[config.mk]
export PLATFORM = sky130hd
export DESIGN_NAME = irqc_top
export DESIGN_NICKNAME = d
export VERILOG_FILES = /design/src/rtl/irqc_pkg.sv /design/src/rtl/irqc_req_bank.sv /design/src/rtl/irqc_edge_track.sv /design/src/rtl/irqc_out_map.sv /design/src/rtl/irqc_top.sv
export SDC_FILE = /design/constraint.sdc
export NUM_CORES = 1
export LEC_CHECK = 0
export ABC_AREA = 1
export CORE_MARGIN = 10
export CORE_UTILIZATION = 42
export DETAILED_ROUTE_END_ITERATION = 10
export PLACE_DENSITY = 0.64
export SYNTH_ARGS = -nofsm -noshare
export SYNTH_HDL_FRONTEND = slang
export SYNTH_SLANG_ARGS = --single-unit
export TNS_END_PERCENT = 10
[constraint.sdc]
create_clock -name clk -period 1.1 [get_ports clk]
set_input_delay 0.22 -clock clk [delete_from_list [all_inputs] [get_ports clk]]
set_output_delay 0.22 -clock clk [all_outputs]
set_load 0.01 [all_outputs]
[src/rtl/irqc_pkg.sv]
package irqc_pkg;
   localparam int unsigned REG_W    = 8;
   localparam int unsigned NUM_REGS = 4;
   localparam int unsigned SEL_W    = $clog2(NUM_REGS);
   localparam int unsigned NUM_OUT  = 6;

   typedef enum logic [1:0] {
      SEL_REQ_HI = 2'd0,
      SEL_REQ_LO = 2'd1,
      SEL_EN_HI  = 2'd2,
      SEL_EN_LO  = 2'd3
   } reg_sel_e;

   // pending-word position feeding CPU line idx: 3,4,5 then 10,11,12
   function automatic int unsigned line_src(input int unsigned idx);
      return (idx < 3) ? (3 + idx) : (7 + idx);
   endfunction
endpackage

[src/rtl/irqc_req_bank.sv]
module irqc_req_bank #(
   parameter int unsigned W = 8
) (
   input  logic         clk,
   input  logic         rst_n,
   input  logic         wr_en,
   input  logic [W-1:0] wr_data,
   input  logic [W-1:0] set_vec,
   input  logic [W-1:0] clr_vec,
   output logic [W-1:0] q
);
   generate
      if (W < 1) begin : g_bad_w
         $error("irqc_req_bank: W must be at least 1");
      end
   endgenerate

   for (genvar b = 0; b < W; b++) begin : g_bit
      logic bit_q;
      // set over clear over software write
      always_ff @(posedge clk or negedge rst_n) begin
         if (!rst_n)          bit_q <= 1'b0;
         else if (set_vec[b]) bit_q <= 1'b1;
         else if (clr_vec[b]) bit_q <= 1'b0;
         else if (wr_en)      bit_q <= wr_data[b];
      end
      assign q[b] = bit_q;
   end
endmodule

[src/rtl/irqc_edge_track.sv]
module irqc_edge_track #(
   parameter int unsigned N = 3
) (
   input  logic         clk,
   input  logic         rst_n,
   input  logic [N-1:0] lvl,
   output logic [N-1:0] rise,
   output logic [N-1:0] fall
);
   logic [N-1:0] prev_q;

   always_ff @(posedge clk or negedge rst_n) begin
      if (!rst_n) prev_q <= '0;
      else        prev_q <= lvl;
   end

   assign rise = lvl & ~prev_q;
   assign fall = ~lvl & prev_q;
endmodule

[src/rtl/irqc_out_map.sv]
module irqc_out_map
   import irqc_pkg::*;
#(
   parameter int unsigned PEND_W = 16,
   parameter int unsigned N_OUT  = NUM_OUT
) (
   input  logic              clk,
   input  logic              rst_n,
   input  logic [PEND_W-1:0] pending,
   output logic [N_OUT-1:0]  irq_out
);
   logic [N_OUT-1:0] taps;
   logic [N_OUT-1:0] prev_q;
   logic             unused_pend;

   for (genvar i = 0; i < N_OUT; i++) begin : g_tap
      if (line_src(i) >= PEND_W) begin : g_bad_tap
         $error("irqc_out_map: tap outside pending word");
      end else begin : g_ok_tap
         assign taps[i] = pending[line_src(i)];
      end
   end

   // stored previous pending bits: a 0->1 change raises, 1->0 drops
   always_ff @(posedge clk or negedge rst_n) begin
      if (!rst_n) prev_q <= '0;
      else        prev_q <= taps;
   end

   assign irq_out     = prev_q;
   assign unused_pend = ^pending;
endmodule

[src/rtl/irqc_top.sv]
module irqc_top
   import irqc_pkg::*;
#(
   parameter int unsigned DATA_W  = REG_W,
   parameter int unsigned NUM_EXT = 3,
   parameter int unsigned EXT_LSB = 2,
   parameter int unsigned RX_BIT  = 3,
   parameter int unsigned TX_BIT  = 4,
   parameter int unsigned ADC_BIT = 5
) (
   input  logic               clk,
   input  logic               rst_n,
   input  logic [SEL_W-1:0]   reg_sel,
   input  logic               wr_en,
   input  logic [DATA_W-1:0]  wr_data,
   output logic [DATA_W-1:0]  rd_data,
   input  logic [NUM_EXT-1:0] ext_line,
   input  logic               rx_set,
   input  logic               tx_set,
   input  logic               adc_set,
   input  logic               adc_clr,
   output logic [NUM_OUT-1:0] irq_out
);
   localparam int unsigned PEND_W = 2 * DATA_W;

   generate
      if (EXT_LSB + NUM_EXT > DATA_W) begin : g_bad_ext
         $error("irqc_top: external bits exceed register width");
      end
      if (RX_BIT >= DATA_W || TX_BIT >= DATA_W || ADC_BIT >= DATA_W) begin : g_bad_per
         $error("irqc_top: peripheral bit outside register");
      end
      if (RX_BIT == TX_BIT || RX_BIT == ADC_BIT || TX_BIT == ADC_BIT) begin : g_bad_dup
         $error("irqc_top: peripheral bits must differ");
      end
   endgenerate

   logic [DATA_W-1:0]  req_hi_q, req_lo_q, en_hi_q, en_lo_q;
   logic [DATA_W-1:0]  set_hi, clr_hi, set_lo, clr_lo, zero_vec;
   logic [NUM_EXT-1:0] ext_rise, ext_fall;
   logic [PEND_W-1:0]  pending;
   logic               we_req_hi, we_req_lo, we_en_hi, we_en_lo;

   assign we_req_hi = wr_en && (reg_sel == SEL_REQ_HI);
   assign we_req_lo = wr_en && (reg_sel == SEL_REQ_LO);
   assign we_en_hi  = wr_en && (reg_sel == SEL_EN_HI);
   assign we_en_lo  = wr_en && (reg_sel == SEL_EN_LO);
   assign zero_vec  = '0;

   irqc_edge_track #(.N(NUM_EXT)) u_lines (
      .clk  (clk),
      .rst_n(rst_n),
      .lvl  (ext_line),
      .rise (ext_rise),
      .fall (ext_fall)
   );

   always_comb begin
      set_hi = '0;
      clr_hi = '0;
      set_hi[EXT_LSB +: NUM_EXT] = ext_rise;
      clr_hi[EXT_LSB +: NUM_EXT] = ext_fall;
      set_lo = '0;
      clr_lo = '0;
      set_lo[RX_BIT]  = rx_set;
      set_lo[TX_BIT]  = tx_set;
      set_lo[ADC_BIT] = adc_set;
      clr_lo[ADC_BIT] = adc_clr;
   end

   irqc_req_bank #(.W(DATA_W)) u_req_hi (
      .clk(clk), .rst_n(rst_n), .wr_en(we_req_hi), .wr_data(wr_data),
      .set_vec(set_hi), .clr_vec(clr_hi), .q(req_hi_q)
   );
   irqc_req_bank #(.W(DATA_W)) u_req_lo (
      .clk(clk), .rst_n(rst_n), .wr_en(we_req_lo), .wr_data(wr_data),
      .set_vec(set_lo), .clr_vec(clr_lo), .q(req_lo_q)
   );
   irqc_req_bank #(.W(DATA_W)) u_en_hi (
      .clk(clk), .rst_n(rst_n), .wr_en(we_en_hi), .wr_data(wr_data),
      .set_vec(zero_vec), .clr_vec(zero_vec), .q(en_hi_q)
   );
   irqc_req_bank #(.W(DATA_W)) u_en_lo (
      .clk(clk), .rst_n(rst_n), .wr_en(we_en_lo), .wr_data(wr_data),
      .set_vec(zero_vec), .clr_vec(zero_vec), .q(en_lo_q)
   );

   always_comb begin
      unique case (reg_sel)
         SEL_REQ_HI: rd_data = req_hi_q;
         SEL_REQ_LO: rd_data = req_lo_q;
         SEL_EN_HI:  rd_data = en_hi_q;
         default:    rd_data = en_lo_q;
      endcase
   end

   assign pending = {req_hi_q & en_hi_q, req_lo_q & en_lo_q};

   irqc_out_map #(.PEND_W(PEND_W), .N_OUT(NUM_OUT)) u_map (
      .clk    (clk),
      .rst_n  (rst_n),
      .pending(pending),
      .irq_out(irq_out)
   );
endmodule

======== Word level (Yosys, flattened, before mapping) ========
Index checks and enable logic that the tools add are counted.
operators by class
  eq/ne operators ......................... 3
  muxes and demuxes ....................... 17
  bitwise gates (word level) .............. 6
  reductions and logical operators ........ 11
operators by type and width
  cell                  number
  $pmux W8 S3           1
  $mux W1               16
  $reduce_bool A3 Y1    4
  $and A3 B3 Y3         2
  $and A6 B6 Y6         1
  $not A3 Y3            2
  $and A5 B5 Y5         1
  $eq A2 B2 Y1 const B  2
  $logic_and A1 B1 Y1   4
  $reduce_bool A2 Y1    2
  $eq A2 B1 Y1 const B  1
  $logic_not A2 Y1      1
storage, ports and cells
  flip-flop bits (word level) ............. 41
  input bits .............................. 20
  output and inout bits ................... 14
  word-level logic and storage cells ...... 71

======== Logic depth before layout (Yosys ltp) ========
Gate-level depths: netlist of run 1.
  depth after elaboration ................. 5
  gate-level depth with buffers ........... 6
  gate-level depth less buffers ........... 5

======== Modules after synthesis ========
Synthesis of run 1 repeated with hierarchy kept, for this count alone.
second synthesis, totals
  cell total of the unflattened synthesis .. 434
  area, all modules ....................... 2827.7 um2
by module, submodules not included
  module           times used  cells each  area an instance (um2)  seq. area each (um2)
  irqc_req_bank    4           82          530.5                   200.2
  irqc_top         1           85          435.4                   0.0
  irqc_out_map     1           6           150.1                   150.1
  irqc_edge_track  1           15          120.1                   75.1

======== Worst setup path after synthesis of run 1 ========
No wires, ideal clock.
  path type ............................... input to output
  from .................................... input reg_sel[1]
  to ...................................... output rd_data[0]
  data arrival time ....................... 869 ps
  data required time ...................... 880 ps
  path slack .............................. 11 ps
  cell stages on the path ................. 5
  buffers on the path ..................... 2
  cell sequence ........................... buf_2 -> inv_2 -> buf_2 -> nand3_1 -> nand4_1
between the ends
  cells in the longest elaborated chain, start to end .. 2
  elaborated cells on any way between the ends .. 4
  classes of those cells .................. eq/ne (2); mux (1); reduce/logical (1)
RTL lines
  item                                        RTL line        text
  start, declared                             irqc_top.sv:13  input logic [SEL_W-1:0] reg_sel,
  $eq A2 B2 Y1, or another cell as far along  irqc_top.sv:89  unique case (reg_sel)
  $pmux W8 S3 (*)                             irqc_top.sv:89
  end, declared                               irqc_top.sv:16  output logic [DATA_W-1:0] rd_data,
Mark *: on every way between the ends. The rest lies on a longest branch, timed or not.

======== Final worst setup path of run 1 ========
  from .................................... register u_en_lo.g_bit[4].bit_q
  to ...................................... output rd_data[4]
between the ends
  cells in the longest elaborated chain, start to end .. 1
RTL lines
  item                    RTL line             text
  start, declared         irqc_req_bank.sv:19  logic bit_q;
  start signal, assigned  irqc_req_bank.sv:25  else if (wr_en) bit_q <= wr_data[b];
  $pmux W8 S3             irqc_top.sv:89
No other way between the ends.

==> results_dict.tcl, run 1 <==
set metrics [dict create \
    status "complete, but fails checks" \
    failed_checks "setup timing" \
    synthToLayoutAreaGrowth_pct 29.5 \
    setup.worst_path.class "register to output pin" \
    static-leakage-power_nw 1.34 \
    type_of_element_capturing_the_critical_path "output pin" \
    setup-violations-final 14 \
    clkSinkCount 41 \
    portBuffers 33 \
    cap_violations 0 \
    cts_tree "built" \
    gp_routability_congestion 0.718 \
    cts-root-to-sink-buffers 2 \
    ys_seq_elements 41 \
    ctsRootBufferMaster "sky130_fd_sc_hd__clkbuf_8" \
    design.core.area_um2 4690 \
    hold_violations 0 \
    power.ir.vdd_worst_mv 0.663 \
    route.antenna.remaining_nets 0 \
    layout-drive-gt1-share_pct 31.8 \
    postLayoutCellArea_um2 2600 \
    comb_power_share_pct 23.8 \
    vias_per_cell 4.96 \
    final.fill_count 428 \
    power.net_switching_mw 1.06 \
    clock_latency_ns 0.29 \
    drv_slew 0 \
    fin_ws_ns -0.195 \
    timing.final.crit_period_ns 1.29 \
    worst-slew-pin-transition_ns 0.262 \
    dieWidth_um 89.2 \
    largest_fanout_on_the_critical_path 2 \
    post-route-period-util_pct 118 \
    synth_sequential_area_ratio_pct 51.0 \
    grt_start_max_net_pins 42 \
    hold_ws_ns 0.106 \
    routed_wirelength_mm 4.55 \
    min_path_type "primary input to register" \
    syn_area_um2 2010 \
    powerDensity_nw_per_um2 1430 \
    dp_slack_ns -0.953 \
    die_h_um 89.2 \
    placedInstanceArea_um2 2530 \
    slew-limit-headroom_pct 82.6 \
    htreeDepth 2 \
    antennaDiodeCount 0 \
    synth_fp_nets 234 \
    numPlacedInstances 310 \
    drt-pass1-iter-count 4 \
    multiInputGateArea_um2 842 \
    row_count 25 \
    post-route-drc-count 0 \
    power.share.clock_pct 27.0 \
    number_of_global_route_vias_before_repair 1612 \
    design.die.area_um2 7950 \
    grt_setup_unrepaired "true" \
    yosys_warnings 0 \
    route.vias.total 1591 \
    layout.core_utilization_pct 55.5 \
    cts_buffers 5 \
    cp_data_required_time_ns 0.88 \
    dp_hpwl_mm 3.15 \
    power_report.internal_total_mw 2.65 \
    final_cells 321 \
    critPathArrivalTime_ns 1.07 \
    global_route_wire_length_before_repair_mm 7.65 \
    clkTransAtPathRegs_ns 0.07 \
    sequential_cell_area_um2 1030 \
    switching_share_pct 28.6 \
    final_nets 293 \
    grt_overflow 0 \
    drt_iter0_markers 69 \
    count_of_unique_library_cells_instantiated_by_yosys 17 \
    max_clock_freq_ghz 0.772 \
    num_io_pins 34 \
    postSynthAreaPerCell_um2 9.67 \
    worstSetupStartpointType "register" \
    antenna_found_initial 0 \
    detail_route.wl_per_cell_um 14.2 \
    clock_skew_ns 0.00379 \
    power_frac_seq_pct 49.3 \
    floorplan.initialDensity_pct 42.9 \
    globalRouteTotalUtil_pct 12.5 \
    netlist_instances 208 \
]
==> flip-flops by register name, summed over array words and instances, names as in the netlist <==
register,flops
u_en_hi.g_bit.bit_q,8
u_en_lo.g_bit.bit_q,8
u_map.irq_out,6
u_lines.prev_q,3
u_req_lo.g_bit.bit_q,8
u_req_hi.g_bit.bit_q,8
==> final timing paths <==
path / startpoint / endpoint / slack [ns] / cells past startpoint
worst max-delay path: u_en_lo.g_bit[4].bit_q / rd_data[4] / -0.19 / 3
worst min-delay path: ext_line[1] / u_lines.prev_q[1] / 0.11 / 1
worst max register to register: u_lines.prev_q[0] / u_req_hi.g_bit[2].bit_q / 0.16 / 4
worst min register to register: u_en_lo.g_bit[1].bit_q / u_en_lo.g_bit[1].bit_q / 0.49 / 2
max in group asynchronous: rst_n / u_en_hi.g_bit[6].bit_q / 0.46 / 3
min in group asynchronous: rst_n / u_map.irq_out[2] / 0.43 / 3
==> layout by cell type, fill, tap and decap left out, types with 6 or more instances in the layout <==
cell	n
sky130_fd_sc_hd__dfrtp_1	41
sky130_fd_sc_hd__clkbuf_8	6
sky130_fd_sc_hd__buf_4	22
sky130_fd_sc_hd__o21ai_2	26
sky130_fd_sc_hd__buf_2	17
sky130_fd_sc_hd__nand3_1	26
sky130_fd_sc_hd__nand2_1	54
sky130_fd_sc_hd__clkdlybuf4s50_1	15
sky130_fd_sc_hd__inv_1	20
sky130_fd_sc_hd__ha_1	6
sky130_fd_sc_hd__nand4_1	10
==> cells in the mapped netlist <==
library cell               instances  area, um2
sky130_fd_sc_hd__buf_4             2       15.0
sky130_fd_sc_hd__inv_2             2       7.51
sky130_fd_sc_hd__nor2_1            1       3.75
sky130_fd_sc_hd__nor2_2            1       6.26
sky130_fd_sc_hd__o21ai_2          26        228
sky130_fd_sc_hd__nand4_1          10       62.6
sky130_fd_sc_hd__nand2_4           1       11.3
sky130_fd_sc_hd__nand3_4           3       52.6
sky130_fd_sc_hd__inv_1            20       75.1
sky130_fd_sc_hd__buf_6             4       45.0
sky130_fd_sc_hd__nand2_1          54        203
sky130_fd_sc_hd__o21bai_1          4       30.0
sky130_fd_sc_hd__ha_1              6       75.1
sky130_fd_sc_hd__buf_2             3       15.0
sky130_fd_sc_hd__dfrtp_1          41       1030
sky130_fd_sc_hd__nand3b_1          2       15.0
sky130_fd_sc_hd__nand3_1          28        140
==> layer usage <==
metal  wire [um]  share of wire, %  vias up  track usage (%)
met5           0                 0        -                0
met4         121               2.7        0             6.21
met3         233               5.1       11             3.92
met2        2100                46       34             19.4
met1        2100                46      738             15.3
li1            -                 -      808                -
==> per-stage QoR <==
step           TNS [ns]  total power, mW
3_5_place_dp     -22.68             2.79
5_1_grt           -2.48             3.94
3_3_place_gp     -21.94             2.77
6_report          -1.12             3.71
4_1_cts           -1.22             3.74
2_1_floorplan         0             2.31
==> power by group through the flow <==
stage	registers (mW)	logic, mW	clock network (mW)
after floorplan	1.86	0.451	0
after global placement	1.85	0.924	0
after detailed placement	1.85	0.938	0
after CTS	1.82	0.889	1.03
after global routing	1.85	0.992	1.10
final	1.83	0.883	1.00
==> worst max-delay path, cell delays in order (launching register included) <==
cell,delay (ns)
sky130_fd_sc_hd__dfrtp_1,0.41
sky130_fd_sc_hd__nand3_2,0.08
sky130_fd_sc_hd__nand4_1,0.13
sky130_fd_sc_hd__buf_2,0.17
==> repair_timing <==
action / in CTS / in global routing
setup endpoints to repair: 46 / 33
gates resized for setup: 71 / 3
pin swaps: 19 / 5
setup buffers: 2 / 1
hold endpoints to repair: 41 / 0
hold buffers: 1 / 0
==> layout make-up <==
class / count / area share (%)
flip-flops and latches: 41 / 39.4
multi-input cells: 136 / 32.3
repair buffers: 61 / 19.1
clock buffers: 7 / 3.32
inverters: 22 / 3.27
well taps: 54 / 2.59
==> kinds of logic (layout without fill, tap and decap cells) <==
kind of cell / Yosys count / count (layout) / share of synthesized area, %
simple gates: 100 / 100 / 24.6
fa+ha+maj: 6 / 6 / 3.73
buf+inv: 31 / 90 / 7.84
compound gates: 30 / 30 / 12.8
flops: 41 / 41 / 51.0
Note: power is estimated with default switching activity, not from simulation.
==> run 2, diff against run 1 <==
--- a/config.mk
+++ b/config.mk
@@ -6,9 +6,11 @@
 export NUM_CORES = 1
 export LEC_CHECK = 0
 export ABC_AREA = 1
+export CAP_MARGIN = 40
 export CORE_MARGIN = 10
 export CORE_UTILIZATION = 42
 export DETAILED_ROUTE_END_ITERATION = 10
+export HOLD_SLACK_MARGIN = 0.15
 export PLACE_DENSITY = 0.64
 export SYNTH_ARGS = -nofsm -noshare
 export SYNTH_HDL_FRONTEND = slang
==> results_dict.tcl, run 2 (synthesized netlist as in run 1, its figures left out) <==
set metrics [dict create \
    status "complete, but fails checks" \
    failed_checks "setup timing" \
    fin_ws_ns -0.196 \
    setup.worst_path.class "register to output pin" \
    min_path_type "primary input to asynchronous set/reset pin" \
    layout.cells.most_common_list "sky130_fd_sc_hd__nand2_1, sky130_fd_sc_hd__dfrtp_1, sky130_fd_sc_hd__nand3_1, sky130_fd_sc_hd__o21ai_2, sky130_fd_sc_hd__buf_4" \
    largest_fanout_on_the_critical_path 2 \
    dp_hpwl_mm 3.15 \
    max_clock_freq_ghz 0.772 \
    globalRouteTotalUtil_pct 12.5 \
    grt_start_max_net_pins 42 \
    cts_tree "built" \
    powerDensity_nw_per_um2 1420 \
    drt_iter0_markers 76 \
    gp_routability_congestion 0.718 \
    final_nets 294 \
    hold_violations 0 \
    clock_latency_ns 0.29 \
    timing.final.crit_period_ns 1.30 \
    type_of_element_capturing_the_critical_path "output pin" \
    design.core.area_um2 4690 \
    final.fill_count 427 \
    row_count 25 \
    number_of_global_route_vias_before_repair 1612 \
    detail_route.wl_per_cell_um 14.2 \
    groute.layer.met1.usage_pct 15.3 \
    clkTransAtPathRegs_ns 0.08 \
    clock_skew_ns 0.00317 \
    synthToLayoutAreaGrowth_pct 30.0 \
    vias_per_cell 4.98 \
    worst-slew-pin-transition_ns 0.260 \
    design.die.area_um2 7950 \
    postLayoutCellArea_um2 2610 \
    cts-root-to-sink-buffers 2 \
    dp_slack_ns -0.953 \
    grt_use_met2_pct 19.4 \
    route.vias.total 1602 \
    floorplan.initialDensity_pct 42.9 \
    drt-pass1-iter-count 4 \
    routed_wirelength_mm 4.57 \
    power.ir.vdd_worst_mv 0.663 \
    power.share.clock_pct 26.9 \
    switching_share_pct 28.6 \
    cap_violations 0 \
    dieWidth_um 89.2 \
    static-leakage-power_nw 1.34 \
    route.antenna.remaining_nets 0 \
    clkSinkCount 41 \
    power.net_switching_mw 1.06 \
    cts_buffers 5 \
    grt_setup_unrepaired "true" \
    global_route_wire_length_before_repair_mm 7.65 \
    num_io_pins 34 \
    htreeDepth 2 \
    antenna_found_initial 0 \
    power_frac_seq_pct 49.3 \
    grt-busiest-layer "met2" \
    critPathArrivalTime_ns 1.08 \
    comb_power_share_pct 23.8 \
    die_h_um 89.2 \
    post-route-drc-count 0 \
    power_report.internal_total_mw 2.65 \
    antennaDiodeCount 0 \
    portBuffers 33 \
    setup-violations-final 10 \
    worstSetupStartpointType "register" \
    slew-limit-headroom_pct 82.7 \
    cp_data_required_time_ns 0.88 \
    placedInstanceArea_um2 2530 \
    drv_slew 0 \
    grt_overflow 0 \
    ctsRootBufferMaster "sky130_fd_sc_hd__clkbuf_8" \
    post-route-period-util_pct 118 \
    layout-drive-gt1-share_pct 31.7 \
    layout.cells.most_common "sky130_fd_sc_hd__nand2_1" \
    gr-usage-met3_pct 3.92 \
]
==> run 2: cell count changes in the layout (fill, tap and decap cells not counted) <==
cell,before,now
sky130_fd_sc_hd__dlygate4sd3_1,1,2
==> run 2: worst paths after layout <==
path | start | endpoint | slack [ns] | depth (start not counted)
min in group clk | ext_line[0] | u_lines.prev_q[0] | 0.43 | 1
worst max-delay path | u_en_lo.g_bit[4].bit_q | rd_data[4] | -0.20 | 3
worst min-delay path | rst_n | u_map.irq_out[2] | 0.43 | 3
worst min register to register | u_en_hi.g_bit[5].bit_q | u_en_hi.g_bit[5].bit_q | 0.49 | 2
worst max register to register | u_lines.prev_q[0] | u_req_hi.g_bit[2].bit_q | 0.16 | 4
max in group asynchronous | rst_n | u_en_hi.g_bit[6].bit_q | 0.46 | 3
==> run 2: cell type report <==
| type | instances | area [um2] | share of cell area [%] |
|---|---|---|---|
| sequential | 41 | 1030 | 39.3 |
| tap | 54 | 67.6 | 2.58 |
| inverter | 22 | 85.1 | 3.26 |
| clock buffer | 7 | 86.3 | 3.30 |
| timing repair buffer | 62 | 507 | 19.4 |
| multi-input combinational | 136 | 842 | 32.2 |
==> run 2: metrics by stage <==
step	cells	TNS (ns)	hold slack (ns)	total power [mW]	utilization, %
4_1_cts	320	-1.22	0.415	3.74	55.1
6_report	322	-1.10	0.426	3.71	55.7
5_1_grt	322	-2.48	0.431	3.94	55.7
3_3_place_gp	310	-21.94	0.208	2.77	54.0
2_1_floorplan	208	0	-0.0756	2.31	-
3_5_place_dp	310	-22.68	0.210	2.79	54.0
==> run 2: layer usage <==
| layer | vias to the layer above | wire [um] |
|---|---|---|
| met5 | - | 0 |
| met4 | 0 | 121 |
| met3 | 11 | 242 |
| met2 | 34 | 2110 |
| met1 | 747 | 2100 |
| li1 | 810 | - |
==> run 2: timing repair <==
action | in CTS | in global routing
setup buffers | 2 | 1
hold buffers | 1 | 1
endpoints found under the setup margin | 46 | 33
endpoints found under the hold margin | 41 | 1
pin swaps | 19 | 5
resized for setup | 71 | 3
==> run 2: power by group through the flow <==
stage / Combinational (mW) / Sequential (mW) / Clock (mW)
after floorplan: 0.451 / 1.86 / 0
after global placement: 0.924 / 1.85 / 0
after detailed placement: 0.938 / 1.85 / 0
after CTS: 0.889 / 1.82 / 1.03
after global routing: 0.995 / 1.85 / 1.10
final: 0.885 / 1.83 / 0.999
==> run 2: worst max-delay path, cell delays in order (launching register included) <==
cell,delay (ns)
sky130_fd_sc_hd__dfrtp_1,0.41
sky130_fd_sc_hd__nand3_2,0.08
sky130_fd_sc_hd__nand4_1,0.13
sky130_fd_sc_hd__buf_2,0.17
==> run 3, diff against run 2 <==
--- a/config.mk
+++ b/config.mk
@@ -8,10 +8,12 @@
 export ABC_AREA = 1
 export CAP_MARGIN = 40
 export CORE_MARGIN = 10
-export CORE_UTILIZATION = 42
+export CORE_UTILIZATION = 28
 export DETAILED_ROUTE_END_ITERATION = 10
 export HOLD_SLACK_MARGIN = 0.15
-export PLACE_DENSITY = 0.64
+export PLACE_DENSITY = 0.46
+export SKIP_CTS_REPAIR_TIMING = 1
+export SLEW_MARGIN = 5
 export SYNTH_ARGS = -nofsm -noshare
 export SYNTH_HDL_FRONTEND = slang
 export SYNTH_SLANG_ARGS = --single-unit
==> results_dict.tcl, run 3 (synthesized netlist as in run 1, its figures left out) <==
set metrics [dict create \
    status "complete, but fails checks" \
    failed_checks "setup timing" \
    dp_hpwl_mm 3.40 \
    antenna_found_initial 0 \
    hold_violations 0 \
    crit_slowest_cell "sky130_fd_sc_hd__dfrtp_1" \
    met2WireLength_mm 2.30 \
    whs_path_depth 5 \
    num_io_pins 34 \
    detail_route.wirelength.met1_mm 2.49 \
    grt_overflow 0 \
    powerDensity_nw_per_um2 1390 \
    dp_slack_ns -0.929 \
    row_count 30 \
    power.ir.vdd_worst_mv 0.696 \
    cap_violations 0 \
    hold_ws_ns 0.418 \
    timing.final.crit_period_ns 1.27 \
    capture_point_of_the_worst_reg_to_reg_path "u_req_hi.g_bit[3].bit_q" \
    final_nets 295 \
    grt_setup_unrepaired "true" \
    min_path_type "primary input to register" \
    cts-root-to-sink-buffers 2 \
    synthToLayoutAreaGrowth_pct 34.7 \
    antennaDiodeCount 0 \
    worst-r2r-cell-count 4 \
    cts_buffers 5 \
    sequential_cell_area_um2 1030 \
    floorplan.initialDensity_pct 29.3 \
    drv_slew 0 \
    clkSinkCount 41 \
    clock_latency_ns 0.29 \
    gp_routability_congestion 0.724 \
    post-route-drc-count 0 \
    setup.worst_path.class "register to output pin" \
    design.die.area_um2 11000 \
    dominant_delay_contributor_by_cell_family_on_the_critical_path "flip-flops" \
    routed_wirelength_mm 5.02 \
    clkTransAtPathRegs_ns 0.08 \
    critPathArrivalTime_ns 1.05 \
    cp.buffers_inverters 1 \
    max_stage_delay_ns 0.40 \
    dieWidth_um 105 \
    route.antenna.remaining_nets 0 \
    worst-slew-pin-transition_ns 0.283 \
    slew-limit-headroom_pct 81.1 \
    design.core.area_um2 6870 \
    cts_tree "built" \
    drt_iter0_markers 76 \
    globalRouteTotalUtil_pct 9.45 \
    hold_path_end "u_req_hi.g_bit[3].bit_q" \
    routed.top_layer "met4" \
    drt-pass1-iter-count 4 \
    timing.hold.worst.start "ext_line[1]" \
    static-leakage-power_nw 1.45 \
    fin_ws_ns -0.169 \
    layout-drive-gt1-share_pct 27.9 \
    multiInputGateArea_um2 827 \
    final.fill_count 715 \
    route.vias.total 1572 \
    vias_per_cell 4.31 \
    route.met3.wl_um 192 \
    worstSetupStartpointType "register" \
    worst_flop_to_flop_path_startpoint "u_lines.prev_q[1]" \
    global_route_wire_length_before_repair_mm 8.35 \
    ctsRootBufferMaster "sky130_fd_sc_hd__clkbuf_8" \
    clock_skew_ns 0.000744 \
    type_of_element_capturing_the_critical_path "output pin" \
    layout.cells.most_common "sky130_fd_sc_hd__nand2_1" \
    layout.cells.most_common_list "sky130_fd_sc_hd__nand2_1, sky130_fd_sc_hd__dfrtp_1, sky130_fd_sc_hd__nand3_1" \
    number_of_global_route_vias_before_repair 1579 \
    cp_data_required_time_ns 0.88 \
    htreeDepth 2 \
    setup-violations-final 24 \
    rrSetupSlack_ns 0.14 \
    die_h_um 105 \
    post-route-period-util_pct 115 \
    detail_route.wl_per_cell_um 13.7 \
    max_clock_freq_ghz 0.788 \
    grt_start_max_net_pins 42 \
    path_cells "nand3_1 > nand4_1 > clkbuf_2" \
    largest_fanout_on_the_critical_path 2 \
    portBuffers 33 \
]
-- run 3: changes by cell type in the layout (fill, tap and decap cells not counted), sizes merged --
cell,change
dlymetal6s2s,+9
buf,-14
clkdlybuf4s50,-2
clkbuf,+6
dlygate4sd3,+2
-- run 3: layer usage --
metal	vias up	global-route usage [%]
li1	811	-
met1	732	12.3
met2	25	14.9
met3	4	2.83
met4	0	2.35
met5	-	0
-- run 3: metrics by stage --
step | utilization, % | cells | power, mW | instance area (um2) | setup TNS [ns]
after detailed placement | 37.5 | 351 | 2.80 | 2580 | -24.22
after global placement | 37.5 | 351 | 2.79 | 2580 | -24.22
after CTS | 38.8 | 358 | 3.83 | 2670 | -16.37
after floorplan | - | 208 | 2.31 | 2010 | 0
after global routing | 39.4 | 365 | 4.01 | 2710 | -3.33
final | 39.4 | 365 | 3.75 | 2710 | -1.53
-- run 3: tightest hold or removal path: stages --
cell and delay [ns]:
sky130_fd_sc_hd__dlymetal6s2s_1 0.12, sky130_fd_sc_hd__ha_1 0.15, sky130_fd_sc_hd__o21bai_1 0.10, sky130_fd_sc_hd__nand2_1 0.05, sky130_fd_sc_hd__nand2_1 0.04
-- run 3: area by class of cell --
cell class	count	share of cell area, %
multi-input combinational	136	30.5
inverter	22	3.05
clock buffer	7	3.19
sequential	41	37.9
tap	96	4.44
timing repair buffer	63	20.9
-- run 3: how the worst max path moves through the flow --
stage               slack [ns]    endpoint                   start  cells past startpoint
finish                   -0.17  rd_data[7]  u_en_hi.g_bit[7].bit_q                      3
global route             -0.29  rd_data[7]  u_en_hi.g_bit[7].bit_q                      3
CTS                      -0.94  rd_data[4]              reg_sel[0]                      5
detailed placement       -0.93  rd_data[4]              reg_sel[0]                      5
global placement         -0.95  rd_data[6]              reg_sel[0]                      6
floorplan                 0.01  rd_data[0]              reg_sel[1]                      5
-- run 3: power breakdown --
part	switching [mW]	total, mW	internal, mW
Clock	0.525	1.02	0.499
Combinational	0.448	0.902	0.454
Sequential	0.110	1.83	1.72
